**config.mk**
```make
export PLATFORM = sky130hd
export DESIGN_NAME = mdio_master
export DESIGN_NICKNAME = d
export VERILOG_FILES = /design/src/rtl/mdio_mgmt_pkg.sv /design/src/rtl/mdio_clkgen.sv /design/src/rtl/mdio_serdes.sv /design/src/rtl/mdio_master.sv
export SDC_FILE = /design/constraint.sdc
export NUM_CORES = 1
export LEC_CHECK = 0
export ABC_AREA = 1
export ABC_CLOCK_PERIOD_IN_PS = 2500
export BUFFER_PORTS_ARGS = -buffer_cell sky130_fd_sc_hd__buf_2
export CAP_MARGIN = 10
export CORE_MARGIN = 2
export CORE_UTILIZATION = 59
export DETAILED_ROUTE_END_ITERATION = 6
export MAX_ROUTING_LAYER = met4
export PLACE_DENSITY = 0.87
export SYNTH_ARGS = -nofsm -noshare
export SYNTH_HDL_FRONTEND = slang
export SYNTH_HIERARCHICAL = 1
export SYNTH_SLANG_ARGS = --single-unit
```
**constraint.sdc**
```tcl
create_clock -name clk -period 2.5 [get_ports clk]
set_input_delay 0.5 -clock clk [delete_from_list [all_inputs] [get_ports clk]]
set_output_delay 0.5 -clock clk [all_outputs]
set_load 0.02 [all_outputs]
```
**src/rtl/mdio_mgmt_pkg.sv**
```systemverilog
package mdio_mgmt_pkg;

    localparam int FRAME_BITS = 64;
    localparam int PRE_BITS   = 32;
    localparam int DATA_BITS  = 16;
    localparam int ADDR_BITS  = 5;
    localparam int CODE_BITS  = 3;
    localparam int HALF_W     = 6;
    localparam int CNT_W      = $clog2(FRAME_BITS);
    localparam int TA_BIT     = PRE_BITS + 4 + 2 * ADDR_BITS;   // 46
    localparam int DATA_BIT   = TA_BIT + 2;                     // 48

    typedef struct packed {
        logic [ADDR_BITS-1:0] phy;
        logic [ADDR_BITS-1:0] regad;
        logic [CODE_BITS-1:0] range_code;
        logic                 wr;
        logic                 start;
    } mgmt_cmd_t;

    // half of the MDC period, in system clocks
    function automatic logic [HALF_W-1:0] half_period(input logic [CODE_BITS-1:0] code);
        case (code)
            3'd0:    return HALF_W'(8);
            3'd1:    return HALF_W'(13);
            3'd2:    return HALF_W'(21);
            3'd3:    return HALF_W'(31);
            default: return HALF_W'(51);
        endcase
    endfunction

    function automatic logic [FRAME_BITS-1:0] build_frame(input mgmt_cmd_t c,
                                                          input logic [DATA_BITS-1:0] d);
        logic [1:0] op;
        logic [1:0] ta;
        op = c.wr ? 2'b01 : 2'b10;
        ta = c.wr ? 2'b10 : 2'b11;
        return {{PRE_BITS{1'b1}}, 2'b01, op, c.phy, c.regad, ta, d};
    endfunction

endpackage

```
**src/rtl/mdio_clkgen.sv**
```systemverilog
module mdio_clkgen #(
    parameter int HALF_W = 6
) (
    input  logic              clk,
    input  logic              rst,
    input  logic              run,
    input  logic [HALF_W-1:0] half,
    output logic              mdc,
    output logic              rise_tick,
    output logic              fall_tick
);
    logic [HALF_W-1:0] cnt;
    logic              tick;

    assign tick      = run && (cnt == half - 1'b1);
    assign rise_tick = tick & ~mdc;
    assign fall_tick = tick & mdc;

    always_ff @(posedge clk) begin
        if (rst || !run) begin
            cnt <= '0;
            mdc <= 1'b0;
        end else if (tick) begin
            cnt <= '0;
            mdc <= ~mdc;
        end else begin
            cnt <= cnt + 1'b1;
        end
    end

    // the phase counter never runs past the selected half period
    p_half_bound_r3: assert property (@(posedge clk) disable iff (rst)
        run |-> (cnt < half));

endmodule

```
**src/rtl/mdio_serdes.sv**
```systemverilog
module mdio_serdes
    import mdio_mgmt_pkg::*;
(
    input  logic                  clk,
    input  logic                  rst,
    input  logic                  load,
    input  logic [FRAME_BITS-1:0] frame,
    input  logic                  is_read,
    input  logic                  rise_tick,
    input  logic                  fall_tick,
    input  logic                  mdio_i,
    output logic                  mdio_o,
    output logic                  mdio_oe,
    output logic                  last_bit,
    output logic [DATA_BITS-1:0]  rx_data
);
    logic [FRAME_BITS-1:0] shreg;
    logic [CNT_W-1:0]      bitcnt;
    logic                  active;

    assign mdio_o   = active & shreg[FRAME_BITS-1];
    assign mdio_oe  = active && !(is_read && bitcnt >= CNT_W'(TA_BIT));
    assign last_bit = active && (bitcnt == CNT_W'(FRAME_BITS - 1));

    always_ff @(posedge clk) begin
        if (rst) begin
            shreg   <= '0;
            bitcnt  <= '0;
            active  <= 1'b0;
            rx_data <= '0;
        end else if (load) begin
            shreg   <= frame;
            bitcnt  <= '0;
            active  <= 1'b1;
            rx_data <= '0;
        end else begin
            if (rise_tick && active && is_read && bitcnt >= CNT_W'(DATA_BIT))
                rx_data <= {rx_data[DATA_BITS-2:0], mdio_i};
            if (fall_tick && active) begin
                if (last_bit) begin
                    active <= 1'b0;
                end else begin
                    shreg  <= shreg << 1;
                    bitcnt <= bitcnt + 1'b1;
                end
            end
        end
    end

    // the bit position only advances on an MDC falling edge
    p_shift_on_fall_r7: assert property (@(posedge clk) disable iff (rst)
        (!fall_tick && !load) |=> $stable(bitcnt));

endmodule

```
**src/rtl/mdio_master.sv**
```systemverilog
module mdio_master
    import mdio_mgmt_pkg::*;
(
    input  logic        clk,
    input  logic        rst,
    input  logic        cmd_we,
    input  logic [14:0] cmd_wdata,
    input  logic        data_we,
    input  logic [15:0] data_wdata,
    output logic        busy,
    output logic [15:0] rd_data,
    output logic        mdc,
    output logic        mdio_o,
    output logic        mdio_oe,
    input  logic        mdio_i
);
    mgmt_cmd_t             cmd_in;
    logic                  busy_q;
    logic                  wr_q;
    logic [CODE_BITS-1:0]  code_q;
    logic [DATA_BITS-1:0]  data_q;
    logic                  accept;
    logic                  done;
    logic                  rise_tick, fall_tick, last_bit;
    logic [DATA_BITS-1:0]  rx_data;
    logic [HALF_W-1:0]     half;

    assign cmd_in = mgmt_cmd_t'(cmd_wdata);
    assign accept = cmd_we && cmd_in.start && !busy_q;
    assign done   = fall_tick && last_bit;
    assign half   = half_period(code_q);

    always_ff @(posedge clk) begin
        if (rst) begin
            busy_q <= 1'b0;
            wr_q   <= 1'b0;
            code_q <= '0;
        end else if (accept) begin
            busy_q <= 1'b1;
            wr_q   <= cmd_in.wr;
            code_q <= cmd_in.range_code;
        end else if (done) begin
            busy_q <= 1'b0;
        end
    end

    always_ff @(posedge clk) begin
        if (rst)
            data_q <= '0;
        else if (done && !wr_q)
            data_q <= rx_data;
        else if (data_we)
            data_q <= data_wdata;
    end

    mdio_clkgen #(.HALF_W(HALF_W)) u_clkgen (
        .clk       (clk),
        .rst       (rst),
        .run       (busy_q),
        .half      (half),
        .mdc       (mdc),
        .rise_tick (rise_tick),
        .fall_tick (fall_tick)
    );

    mdio_serdes u_serdes (
        .clk       (clk),
        .rst       (rst),
        .load      (accept),
        .frame     (build_frame(cmd_in, data_q)),
        .is_read   (!wr_q),
        .rise_tick (rise_tick),
        .fall_tick (fall_tick),
        .mdio_i    (mdio_i),
        .mdio_o    (mdio_o),
        .mdio_oe   (mdio_oe),
        .last_bit  (last_bit),
        .rx_data   (rx_data)
    );

    assign busy    = busy_q;
    assign rd_data = data_q;

    // idle bus has MDC low and MDIO released
    p_idle_bus_r9: assert property (@(posedge clk) disable iff (rst)
        !busy_q |-> (!mdc && !mdio_oe));

    // busy holds until the final falling edge of the frame
    p_busy_hold_r2: assert property (@(posedge clk) disable iff (rst)
        (busy_q && !done) |=> busy_q);

    // MDIO output never moves while MDC is high
    p_mdio_stable_r7: assert property (@(posedge clk) disable iff (rst)
        mdc |-> $stable(mdio_o));

    // a command issued mid-transaction leaves the running setup alone
    p_ignore_busy_r8: assert property (@(posedge clk) disable iff (rst)
        (busy_q && cmd_we) |=> ($stable(code_q) && $stable(wr_q)));

endmodule

```
Yosys cells after proc, flatten, opt, wreduce, memory -nomap -nowiden
Cells that the tools add are included.
- register bits: 115
- input bits: 36
- output and inout bits: 20
- word-level logic and storage cells: 66
- add/sub/neg operators: 3
- magnitude comparators: 2
- equality and inequality tests: 6
- mux-type cells: 13
- bitwise operators: 5
- reductions and logical operators: 26
- operators with widths (kind ; number):
    64-bit 2-to-1 mux ; 3
    16-bit 2-to-1 mux ; 2
    6-bit case mux with 4 select lines ; 1
    6-bit by 1-bit adder with 6-bit output (second input constant) ; 2
    6-bit greater-or-equal comparator (second input constant) ; 2
    1-bit logical AND ; 12
    2-bit nonzero test ; 4
    3-bit by 2-bit equality test with 1-bit output (second input constant) ; 2
    6-bit equality test ; 1
    6-bit equality test (second input constant) ; 1
    1-bit 2-to-1 mux ; 6
    2-bit AND reduction ; 3
    6-bit by 1-bit subtractor with 6-bit output (second input constant) ; 1
    2-bit OR reduction ; 2
    1-bit bitwise AND ; 3
    3-bit by 1-bit equality test with 1-bit output (second input constant) ; 1
    1-bit logical NOT ; 3
    3-bit logical NOT ; 1
    2-bit 2-to-1 mux ; 1
    2-bit inequality test (second input constant) ; 1
    1-bit inverter ; 2
    1-bit logical OR ; 1

Depth between registers and ports, before layout
Gate-level depths: netlist of run 1.
- depth after elaboration: 9
- mapped depth: 20
- mapped depth without buffers: 19

Cells and area by module
The synthesis of run 1 kept the hierarchy.
- by module, submodules not included (module ; times used ; cells each ; area each (µm²)):
    mdio_serdes ; 1 ; 625 ; 4141.5
    mdio_master ; 1 ; 177 ; 1123.6
    mdio_clkgen ; 1 ; 84 ; 528.0

Worst setup path before layout of run 1
No wires, ideal clock.
- path type: register -> register
- start point: register code_q[2]
- end point: register u_serdes.shreg[2]
- library setup time: 69 ps
- data arrival time: 2250 ps
- required time: 2431 ps
- slack: 181 ps
- stages on the path, launching flop included: 17
- clock period less this slack: 2319 ps
- path through: dfxtp_1 > nor2_1 > nand2_1 > inv_2 > ha_1 > xor2_1 > nand2_1 > a21oi_2 > nand4_1 > inv_1 > nand2_1 > inv_1 > nand2_4 > nand2_2 > buf_2 > nand2_1 > a21oi_2
- word-level cells in the longest chain between the ends: 9
- RTL lines (item ; RTL line ; text):
    start, declared ; mdio_master.sv:20 ; logic [CODE_BITS-1:0] code_q;
    start signal, assigned ; mdio_master.sv:41 ; code_q <= cmd_in.range_code;
    3-bit by 2-bit equality test with 1-bit output, or another cell as far along ; mdio_mgmt_pkg.sv:23 ; case (code)
    6-bit case mux with 4 select lines * ; mdio_mgmt_pkg.sv:23 ;
    named net half[0] ; mdio_master.sv:26 ; logic [HALF_W-1:0] half;
    6-bit by 1-bit subtractor with 6-bit output * ; mdio_clkgen.sv:15 ; assign tick = run && (cnt == half - 1'b1);
    6-bit equality test * ; mdio_clkgen.sv:15 ;
    1-bit logical AND * ; mdio_clkgen.sv:15 ;
    1-bit bitwise AND * ; mdio_clkgen.sv:17 ; assign fall_tick = tick & mdc;
    named net fall_tick ; mdio_master.sv:24 ; logic rise_tick, fall_tick, last_bit;
    1-bit logical AND * ; mdio_serdes.sv:39 ; if (fall_tick && active) begin
    2-bit nonzero test (no source line) * ; - ;
    2-bit AND reduction (no source line) * ; - ;
    end signal, assigned ; mdio_serdes.sv:32 ; shreg <= frame;
    end signal, assigned ; mdio_serdes.sv:43 ; shreg <= shreg << 1;
    end, declared ; mdio_serdes.sv:17 ; logic [FRAME_BITS-1:0] shreg;
Mark *: on every way through the listed nets, which the timed path passes. The rest lies on a longest branch.
A chain may end at the register's enable or synchronous reset.

Worst setup path after layout of run 1
- start point: register code_q[2]
- end point: register u_serdes.shreg[1]
The elaborated chain is that of the path after synthesis.

==> run summary, run 1 <==
Synth-to-Final Area Change: 27.4%
Sequential element share of the synthesized area: 0.397
Maximum VDD drop: 0.000417 V
Fmax: 0.384 GHz
# nets final: 1012
Final ANT Viol Nets: 0
Design Power: 4.93 mW
Wire length of the first global-routing pass: 24000 um
Crit. End Element: flip-flop
Final Max Tran Viols: 0
Final Util: 0.766
Cell Chain, Critical Path: nor2_4 -> nor2_2 -> inv_2 -> ha_4 -> xor2_1 -> nand2_1 -> a21oi_2 -> nand4_1 -> inv_2 -> nand2_2 -> inv_4 -> nand2_8 -> buf_16 -> nand2_1 -> nand3_1 -> nand2_1 -> inv_1
Initial antenna violation count: 0
Total die area: 10600 um2
Status: complete, but fails checks
Worst-path maximum fanout: 18
# diodes: 0
Initial Util: 0.601
Post-route minimum period: 2.60 ns
Chip height: 103 um
Worst setup margin: -0.102 ns
Total power per unit cell area: 668 nW/um2
Rows: 36
CTS Hold Bufs: 0
Placer Congestion: 0.840
CTS clk-pin slew, worst paths: 0.06 ns
Most common cell after layout, fill and taps aside: nand2_1
Worst Tran Pin Value: 1.21 ns
Leakage power: 3.32 nW
Num CTS Buffers: 17
Syn avg cell area: 6.54 um2
CTS Root Cell: clkbuf_8
Synth Cell Area: 5790 um2
Max cap viols: 0
Required time worst endpoint: 2.92 ns
IO Pins: 56
Clock Skew: 0.00663 ns
GRT overflow: 0
Vias in the first global route: 5275
Syn. warnings: 6
Pin count of the biggest net entering global routing: 73
R2R Path Start: code_q[2]
Layout cells sized above 1: 0.202
Netlist cell types: 31
DP HPWL: 7530 um
Gr usage total: 0.293
Final Hold Fails: 0
Die width: 103 um
Tcrit/Tclk final: 1.04
Crit path launch: code_q[2]
Slowest-stage cell, CP: dfxtp_4
Final WL: 18200 um
Port bufs: 55
Routed len/inst: 16.3 um
Drt pass-1 iters: 7
Remaining DRCs: 0
Vias: 6362
CP max stage delay: 0.37 ns
Startpoint types: flip-flop
Initial DRC Count: 760
Worst EP arrival: 3.02 ns
Rel. slew slack: 0.192
Most frequent cells in the layout: nand2_1 (357), dfxtp_1 (112), nand3_1 (77), a21oi_1 (68), nor2_1 (59)
Setup violators final: 24
Clk sinks: 115
Clk_lat worst skew: 0.52 ns
Layout filler cell count: 645
Crit path kind: reg -> reg
Most used cell along the critical path: nand2_1
#FFs+latches synth: 115
Failing checks: setup timing
Vias/cell: 5.69
Hold Startpoint: mdio_i
CTS tree: yes
Core region area: 9640 um2
H-tree depth: 4
Clock Tree Buf Depth: 2
CP Buf/Inv Count: 5
Worst min path class: in -> reg
Unrepaired setup endpoints after global routing: true
Largest delay contributor family on the critical path: simple AND/OR/NAND/NOR gates
Cells after synthesis: 886
[worst register-to-register path, cell delays in order (launching register included)]
cell and delay, ns:
dfxtp_4 0.37, nor2_4 0.16, nor2_2 0.05, inv_2 0.09
ha_4 0.21, xor2_1 0.14, nand2_1 0.07, a21oi_2 0.15
nand4_1 0.19, inv_2 0.16, nand2_2 0.10, inv_4 0.11
nand2_8 0.12, buf_16 0.19, nand2_1 0.07, nand3_1 0.10
nand2_1 0.15, inv_1 0.07
[flip-flops by register name, indices dropped and copies added (netlist names)]
| name | cells |
|---|---|
| busy | 1 |
| code_q | 3 |
| rd_data | 16 |
| u_clkgen/cnt | 6 |
| u_clkgen/mdc | 1 |
| u_serdes/active | 1 |
| u_serdes/bitcnt | 6 |
| u_serdes/rx_data | 16 |
| u_serdes/shreg | 64 |
| wr_q | 1 |
[synth_stat cells (all sizes together)]
cell / instances / area, um2
conb: 2 / 7.51
nor3: 1 / 5.00
clkbuf: 23 / 97.6
nand4: 2 / 12.5
xor2: 6 / 52.6
nand2: 379 / 1450
dfxtp: 115 / 2300
inv: 51 / 191
a21oi: 93 / 507
nand3: 90 / 523
ha: 4 / 50.1
buf: 30 / 189
a31oi: 1 / 6.26
o21ai: 19 / 95.1
nor2: 66 / 268
xnor2: 3 / 26.3
nand3b: 1 / 7.51
[report_power, final]
group / switching (mW) / internal [mW] / leakage (nW)
Sequential: 0.0341 / 1.87 / 0.933
Clock: 0.936 / 1.59 / 0.296
Combinational: 0.323 / 0.178 / 2.09
Total: 1.29 / 3.64 / 3.32
[routing by layer]
layer / share of wire / track usage / vias to the layer above
li1: - / - / 2945
met1: 0.38 / 0.368 / 2850
met2: 0.47 / 0.467 / 443
met3: 0.090 / 0.0664 / 124
met4: 0.051 / 0.103 / 0
met5: 0 / - / -
[final cells by class]
| class | instances | area, um2 | area share |
|---|---|---|---|
| multi-input combinational | 702 | 3330 | 0.451 |
| sequential | 115 | 2310 | 0.313 |
| timing repair buffer | 85 | 761 | 0.103 |
| clock buffer | 19 | 442 | 0.0598 |
| inverter | 51 | 201 | 0.0273 |
| clock inverter | 13 | 171 | 0.0232 |
| tap | 133 | 166 | 0.0225 |
[per-stage QoR]
step	setup slack (ns)	cells	instance area [um2]	hold WS, ns	TNS (ns)
5_1_grt	-0.196	1118	7380	0.205	-6.69
2_1_floorplan	0.181	919	5920	0.441	0
3_5_place_dp	-0.0929	1066	6250	0.472	-3.07
3_3_place_gp	0.0448	1066	6250	0.468	0
6_report	-0.102	1118	7380	0.210	-0.749
4_1_cts	-0.0160	1103	6980	0.199	-0.193
[cell families after synthesis]
kind of cell / synth area share
adders and majority gates: 0.00864
xor gates and xnor gates: 0.0136
other: 0.00130
DFF: 0.397
buffers and inverters: 0.0825
and+or+nand+nor: 0.392
AOI/OAI and AO/OA: 0.105
[worst paths after layout]
kind / to / slack [ns] / cells past startpoint
setup / recovery: u_serdes/shreg[1] / -0.10 / 17
hold / removal: u_serdes/rx_data[0] / 0.21 / 3
setup reg to reg: u_serdes/shreg[1] / -0.10 / 17
hold reg to reg: u_serdes/shreg[23] / 0.48 / 2
[timing repair]
action                                 4_1_cts  5_1_grt
buffers inserted                             2        6
endpoints found under the hold margin        0        0
pin swaps                                    2       15
cloned                                       3        9
setup endpoints to repair                   87      102
gates resized for setup                      8       47
(Power assumes the default switching activity.)
==> inputs of run 2 (changes only) <==
--- a/config.mk
+++ b/config.mk
@@ -10,10 +10,10 @@
 export BUFFER_PORTS_ARGS = -buffer_cell sky130_fd_sc_hd__buf_2
 export CAP_MARGIN = 10
 export CORE_MARGIN = 2
-export CORE_UTILIZATION = 59
+export CORE_UTILIZATION = 55
 export DETAILED_ROUTE_END_ITERATION = 6
 export MAX_ROUTING_LAYER = met4
-export PLACE_DENSITY = 0.87
+export PLACE_DENSITY = 0.82
 export SYNTH_ARGS = -nofsm -noshare
 export SYNTH_HDL_FRONTEND = slang
 export SYNTH_HIERARCHICAL = 1
==> run summary, run 2 (synthesized netlist as in run 1, its figures left out) <==
Tcrit/Tclk final: 0.982 (-0.0594)
Design Power: 4.59 mW (-6.9%)
Dpl cell area: 6290 um2 (+0.66%)
Placer Congestion: 0.871 (+3.7%)
Leakage power: 3.17 nW (-4.5%)
Port bufs: 55 (unchanged)
Clk network pwr share: 0.490 (-0.022)
Rows: 37 (+2.8%)
Largest delay contributor family on the critical path: simple AND/OR/NAND/NOR gates
Max cap viols: 0 (unchanged)
Cell Chain, Critical Path: nor2_1 -> nor2_1 -> inv_1 -> ha_2 -> xor2_1 -> nand2_1 -> a21oi_2 -> nand4_1 -> inv_1 -> nand2_1 -> inv_2 -> nand2_8 -> nand2_8 -> buf_12 -> nand2_1 -> a21oi_1
Clock Tree Buf Depth: 2 (unchanged)
Final Util: 0.689 (-0.0773)
Clock Skew: 0.00921 ns (+0.00257 ns)
Crit path kind: reg -> reg
Status: finished, final reports clean
Chip height: 107 um (+3.4%)
Layout filler cell count: 835 (+29%)
Die width: 107 um (+3.4%)
Finished Cell Area: 7080 um2 (-4.1%)
CP Buf/Inv Count: 4 (-1)
H-tree depth: 4 (unchanged)
Final ANT Viol Nets: 0 (unchanged)
Worst Tran Pin Value: 1.09 ns (-0.115 ns)
Final non-filler cell total: 1116 (-0.18%)
CTS clk-pin slew, worst paths: 0.06 ns (about the same)
Layout cells sized above 1: 0.170 (-0.0316)
Hold depth: 3 (unchanged)
CP max stage delay: 0.36 ns (about the same)
Worst min path class: in -> reg
Clk sinks: 115 (unchanged)
Startpoint types: flip-flop
DP HPWL: 7930 um (+5.4%)
Worst r2r path cells: 16 (-1)
Clk_lat worst skew: 0.51 ns (about the same)
Worst EP arrival: 2.87 ns (-0.15 ns)
Initial Util: 0.564 (-0.0373)
Drt pass-1 iters: 5 (-2)
Worst-path maximum fanout: 14 (-4)
Worst path depth: 16 (-1)
Most common cell after layout, fill and taps aside: nand2_1
CTS Hold Bufs: 0 (unchanged)
Comb pwr share: 0.096 (-0.006)
Initial antenna violation count: 0 (unchanged)
Final Max Tran Viols: 0 (unchanged)
IO Pins: 56 (unchanged)
Synth-to-Final Area Change: 22.2%
FF/Latch Area: 2310 um2 (unchanged)
Routed len/inst: 12.9 um (-21%)
Gr usage total: 0.246 (-0.0471)
CTS tree: yes
Crit. End Element: flip-flop
Num CTS Buffers: 17 (unchanged)
Required time worst endpoint: 2.92 ns (about the same)
Setup violators final: 0 (-100%)
Register share of total power: 0.414 (+0.027)
Vias/cell: 5.13 (-9.8%)
Net Sw Frac: 0.263 (+0.00117)
Area of the multi-input gates: 3210 um2 (-3.7%)
Wire length of the first global-routing pass: 22400 um (-6.7%)
Most frequent cells in the layout: nand2_1 (368), dfxtp_1 (112), a21oi_1 (81), nand3_1 (77), nor2_1 (60)
Unrepaired setup endpoints after global routing: true
Reg with most FFs: u_serdes/shreg
Fmax: 0.408 GHz (+6.1%)
Vias in the first global route: 5150 (-2.4%)
Total power per unit cell area: 648 nW/um2 (-2.9%)
Crit path launch: code_q[2]
# diodes: 0 (unchanged)
Max FFs per register: 64 (unchanged)
Slowest-stage cell, CP: dfxtp_4
DP Cell Count: 1074 (+0.75%)
Rel. slew slack: 0.269 (+0.0772)
Final Hold Fails: 0 (unchanged)
Maximum VDD drop: 0.000431 V (+3.3%)
Pin count of the biggest net entering global routing: 63 (-14%)
Core region area: 10300 um2 (+6.6%)
Initial DRC Count: 415 (-45%)
Int Pwr: 3.38 mW (-7.0%)
GRT overflow: 0 (unchanged)
Hold WS: 0.216 ns (+0.00550 ns)
R2R Path Start: code_q[2]
Vias: 5728 (-10%)
Remaining DRCs: 0 (unchanged)
# nets final: 1007 (-0.49%)
Total die area: 11400 um2 (+7.0%)
Final WL: 14300 um (-21%)
Post-route minimum period: 2.45 ns (-0.149 ns)
Hold Startpoint: mdio_i
Most used cell along the critical path: nand2_1
CTS Root Cell: clkbuf_8
Sw Pwr: 1.21 mW (-6.5%)
[run 2: changes by cell type in the layout (fill, tap and decap cells not counted), sizes merged]
cell      previous run  this run
clkbuf              25        22
clkinvlp             3         6
buf                 79        77
bufinv               3         1
clkinv               5         6
inv                 53        52
nand2              380       379
[run 2: final timing paths]
path / end / slack (ns)
max reg2reg: u_serdes/shreg[10] / 0.05
min: u_serdes/rx_data[0] / 0.22
max: u_serdes/shreg[10] / 0.05
min reg2reg: u_clkgen/cnt[0] / 0.48
[run 2: worst reg2reg max path, cell delays in order (launching register included)]
cell and delay, ns:
dfxtp_4 0.36, nor2_1 0.12, nor2_1 0.05, inv_1 0.10
ha_2 0.28, xor2_1 0.15, nand2_1 0.07, a21oi_2 0.14
nand4_1 0.13, inv_1 0.09, nand2_1 0.08, inv_2 0.13
nand2_8 0.09, nand2_8 0.14, buf_12 0.16, nand2_1 0.08
a21oi_1 0.17
[run 2: layer usage]
| layer | global-route usage | vias up | part of all wire |
|---|---|---|---|
| li1 | - | 2930 | - |
| met1 | 0.312 | 2587 | 0.45 |
| met2 | 0.394 | 194 | 0.48 |
| met3 | 0.0638 | 17 | 0.060 |
| met4 | 0.0640 | 0 | 0.011 |
| met5 | - | - | 0 |
[run 2: power by group through the flow]
stage / Combinational (mW) / Clock [mW] / Sequential (mW)
2_1_floorplan: 0.268 / 0 / 1.95
6_report: 0.440 / 2.25 / 1.90
3_5_place_dp: 0.396 / 0 / 1.94
5_1_grt: 0.491 / 2.35 / 1.91
3_3_place_gp: 0.391 / 0 / 1.94
4_1_cts: 0.399 / 2.28 / 1.90
[run 2: layout make-up]
type | instances | share of cell area
flip-flops and latches | 115 | 0.327
clock inverters | 14 | 0.0184
well taps | 136 | 0.0240
inverters | 51 | 0.0278
repair buffers | 81 | 0.0898
multi-input cells | 701 | 0.453
clock buffers | 18 | 0.0605
[run 2: repair_timing]
action | 4_1_cts | 5_1_grt
pin swaps | 0 | 5
setup endpoints to repair | 43 | 97
gates cloned | 0 | 6
buffers inserted | 0 | 4
hold endpoints to repair | 0 | 0
resized for setup | 2 | 16
[run 2: through the flow]
| step | TNS (ns) | worst slack (ns) |
|---|---|---|
| CTS | 0 | 0.0437 |
| global placement | 0 | 0.131 |
| floorplan | 0 | 0.181 |
| detailed placement | -0.0448 | -0.0153 |
| finish | 0 | 0.0460 |
| global route | -0.691 | -0.0592 |
==> inputs of run 3 (changes only) <==
--- a/config.mk
+++ b/config.mk
@@ -9,6 +9,7 @@
 export ABC_CLOCK_PERIOD_IN_PS = 2500
 export BUFFER_PORTS_ARGS = -buffer_cell sky130_fd_sc_hd__buf_2
 export CAP_MARGIN = 10
+export CORE_ASPECT_RATIO = 1.75
 export CORE_MARGIN = 2
 export CORE_UTILIZATION = 55
 export DETAILED_ROUTE_END_ITERATION = 6
==> run summary, run 3 (synthesized netlist as in run 1, its figures left out) <==
Status: finished, final reports clean
Pre-CTS WS: 0.0148 ns (+0.0301 ns)
Routed len/inst: 12.9 um (+0.22%)
Die width: 81.6 um (-23%)
Layout filler cell count: 888 (+6.3%)
Worst EP arrival: 2.74 ns (-0.13 ns)
Most common cell after layout, fill and taps aside: nand2_1
Worst Tran Pin Value: 0.577 ns (-0.515 ns)
Total die area: 11400 um2 (+0.28%)
DP HPWL: 8310 um (+4.7%)
Worst Setup EP: u_serdes/shreg[49]
Slowest-stage cell, CP: dfxtp_1
Vias in the first global route: 5323 (+3.4%)
Design Power: 4.97 mW (+8.2%)
Total power per unit cell area: 707 nW/um2 (+9.0%)
Worst-path maximum fanout: 13 (-1)
Wire length of the first global-routing pass: 22200 um (-0.90%)
Final Max Tran Viols: 0 (unchanged)
Largest delay contributor family on the critical path: simple AND/OR/NAND/NOR gates
Num CTS Buffers: 17 (unchanged)
Initial Util: 0.562 (-0.00123)
Max cap viols: 0 (unchanged)
Final Util: 0.682 (-0.00649)
Rows: 49 (+32%)
Required time worst endpoint: 2.83 ns (-0.09 ns)
Clk_lat worst skew: 0.42 ns (-0.09 ns)
FF/Latch Area: 2310 um2 (about the same)
Gr usage total: 0.251 (+0.00503)
Clock Skew: 0.00997 ns (+0.000770 ns)
CP max stage delay: 0.38 ns (+0.02 ns)
Reg with most FFs: u_serdes/shreg
Most used cell along the critical path: nand2_1
# diodes: 0 (unchanged)
Most frequent cells in the layout: nand2_1 (369), dfxtp_1 (113), a21oi_1 (80), nand3_1 (77), nor2_1 (60)
Worst min path class: in -> reg
Worst path depth: 16 (unchanged)
CTS tree: yes
Port bufs: 55 (unchanged)
Tcrit/Tclk final: 0.964 (-0.0173)
R2R Setup Slk: 0.09 ns (+0.04 ns)
# nets final: 1002 (-0.50%)
Hold WS: 0.325 ns (+0.109 ns)
Chip height: 140 um (+31%)
Final WL: 14200 um (-1.1%)
Setup TNS: 0 ns (unchanged)
Crit path launch: code_q[0]
Initial DRC Count: 411 (-0.96%)
Initial antenna violation count: 0 (unchanged)
Startpoint types: flip-flop
Synth-to-Final Area Change: 21.3%
Final non-filler cell total: 1101 (-1.3%)
Leakage power: 3.16 nW (-0.27%)
Setup violators final: 0 (unchanged)
Worst r2r path cells: 16 (unchanged)
Post-route minimum period: 2.41 ns (-0.0432 ns)
GRT overflow: 0 (unchanged)
Pin count of the biggest net entering global routing: 77 (+22%)
CTS clk-pin slew, worst paths: 0.05 ns (about the same)
DP Cell Count: 1066 (-0.74%)
Remaining DRCs: 0 (unchanged)
Crit. End Element: flip-flop
H-tree depth: 4 (unchanged)
Max FFs per register: 64 (unchanged)
R2R Path Start: code_q[0]
Core region area: 10300 um2 (+0.22%)
IO Pins: 56 (unchanged)
Layout cells sized above 1: 0.163 (-0.00716)
Clock Tree Buf Depth: 2 (unchanged)
Final Hold Fails: 0 (unchanged)
Rel. slew slack: 0.615 (+0.346)
Fmax: 0.415 GHz (+1.8%)
Final ANT Viol Nets: 0 (unchanged)
Worst setup margin: 0.0893 ns (+0.0432 ns)
Placer Congestion: 0.888 (+1.9%)
Hold depth: 3 (unchanged)
Finished Cell Area: 7030 um2 (-0.72%)
CTS Root Cell: clkbuf_16
Unrepaired setup endpoints after global routing: true
CP Buf/Inv Count: 5 (+1)
Vias: 5729 (+0.017%)
Drt pass-1 iters: 5 (unchanged)
Clk sinks: 115 (unchanged)
Worst r2r dst: u_serdes/shreg[49]
Cell Chain, Critical Path: inv_1 -> nand2_1 -> inv_2 -> ha_2 -> xor2_1 -> nand2_1 -> a21oi_2 -> nand4_1 -> inv_1 -> nand2_1 -> inv_2 -> nand2_4 -> nand2_8 -> buf_12 -> nand2_1 -> a21oi_1
CTS Hold Bufs: 0 (unchanged)
Vias/cell: 5.20 (+1.4%)
Crit path kind: reg -> reg
Maximum VDD drop: 0.000568 V (+32%)
Area of the multi-input gates: 3190 um2 (-0.62%)
Dpl cell area: 6260 um2 (-0.46%)
-- run 3: cell count changes in the layout (fill, tap and decap cells not counted), sizes merged --
cell	change
buf	-3
bufinv	+4
clkbuf	-3
clkinvlp	-2
inv	-2
-- run 3: layer usage --
metal / track usage / vias up / share of wire
met3: 0.0493 / 37 / 0.042
met1: 0.261 / 2624 / 0.40
met5: - / - / 0
met4: 0.108 / 0 / 0.019
li1: - / 2911 / -
met2: 0.446 / 157 / 0.54
-- run 3: where the power goes --
part,leakage [nW],internal [mW],switching (mW)
logic,1.92,0.149,0.278
registers,0.933,1.87,0.0317
clock network,0.301,1.76,0.880
total,3.16,3.78,1.19
-- run 3: layout make-up --
type | instances | area share
Clock inverter | 14 | 0.0303
Inverter | 51 | 0.0274
Multi-Input combinational cell | 701 | 0.453
Sequential cell | 115 | 0.329
Timing Repair Buffer | 76 | 0.0769
Clock buffer | 17 | 0.0606
Tap cell | 127 | 0.0226
-- run 3: repair_timing --
item	CTS	global route
gates cloned	0	4
setup endpoints to repair	41	95
setup buffers	0	0
pin swaps	0	1
gates resized for setup	2	15
-- run 3: how the worst min path moves through the flow --
| stage | end | start |
|---|---|---|
| final | u_serdes/rx_data[0] | mdio_i |
| after global routing | u_serdes/rx_data[0] | mdio_i |
| after CTS | u_serdes/rx_data[0] | mdio_i |
| after detailed placement | u_serdes/shreg[2] | u_serdes/shreg[2] |
| after global placement | u_serdes/shreg[7] | u_serdes/shreg[7] |
| after floorplan | u_clkgen/cnt[0] | u_clkgen/cnt[0] |
-- run 3: tightest hold or removal path: cells and delay by family --
kind                   cells  cell delay [ns]
and+or+nand+nor            2             0.13
buffers and inverters      1             0.08
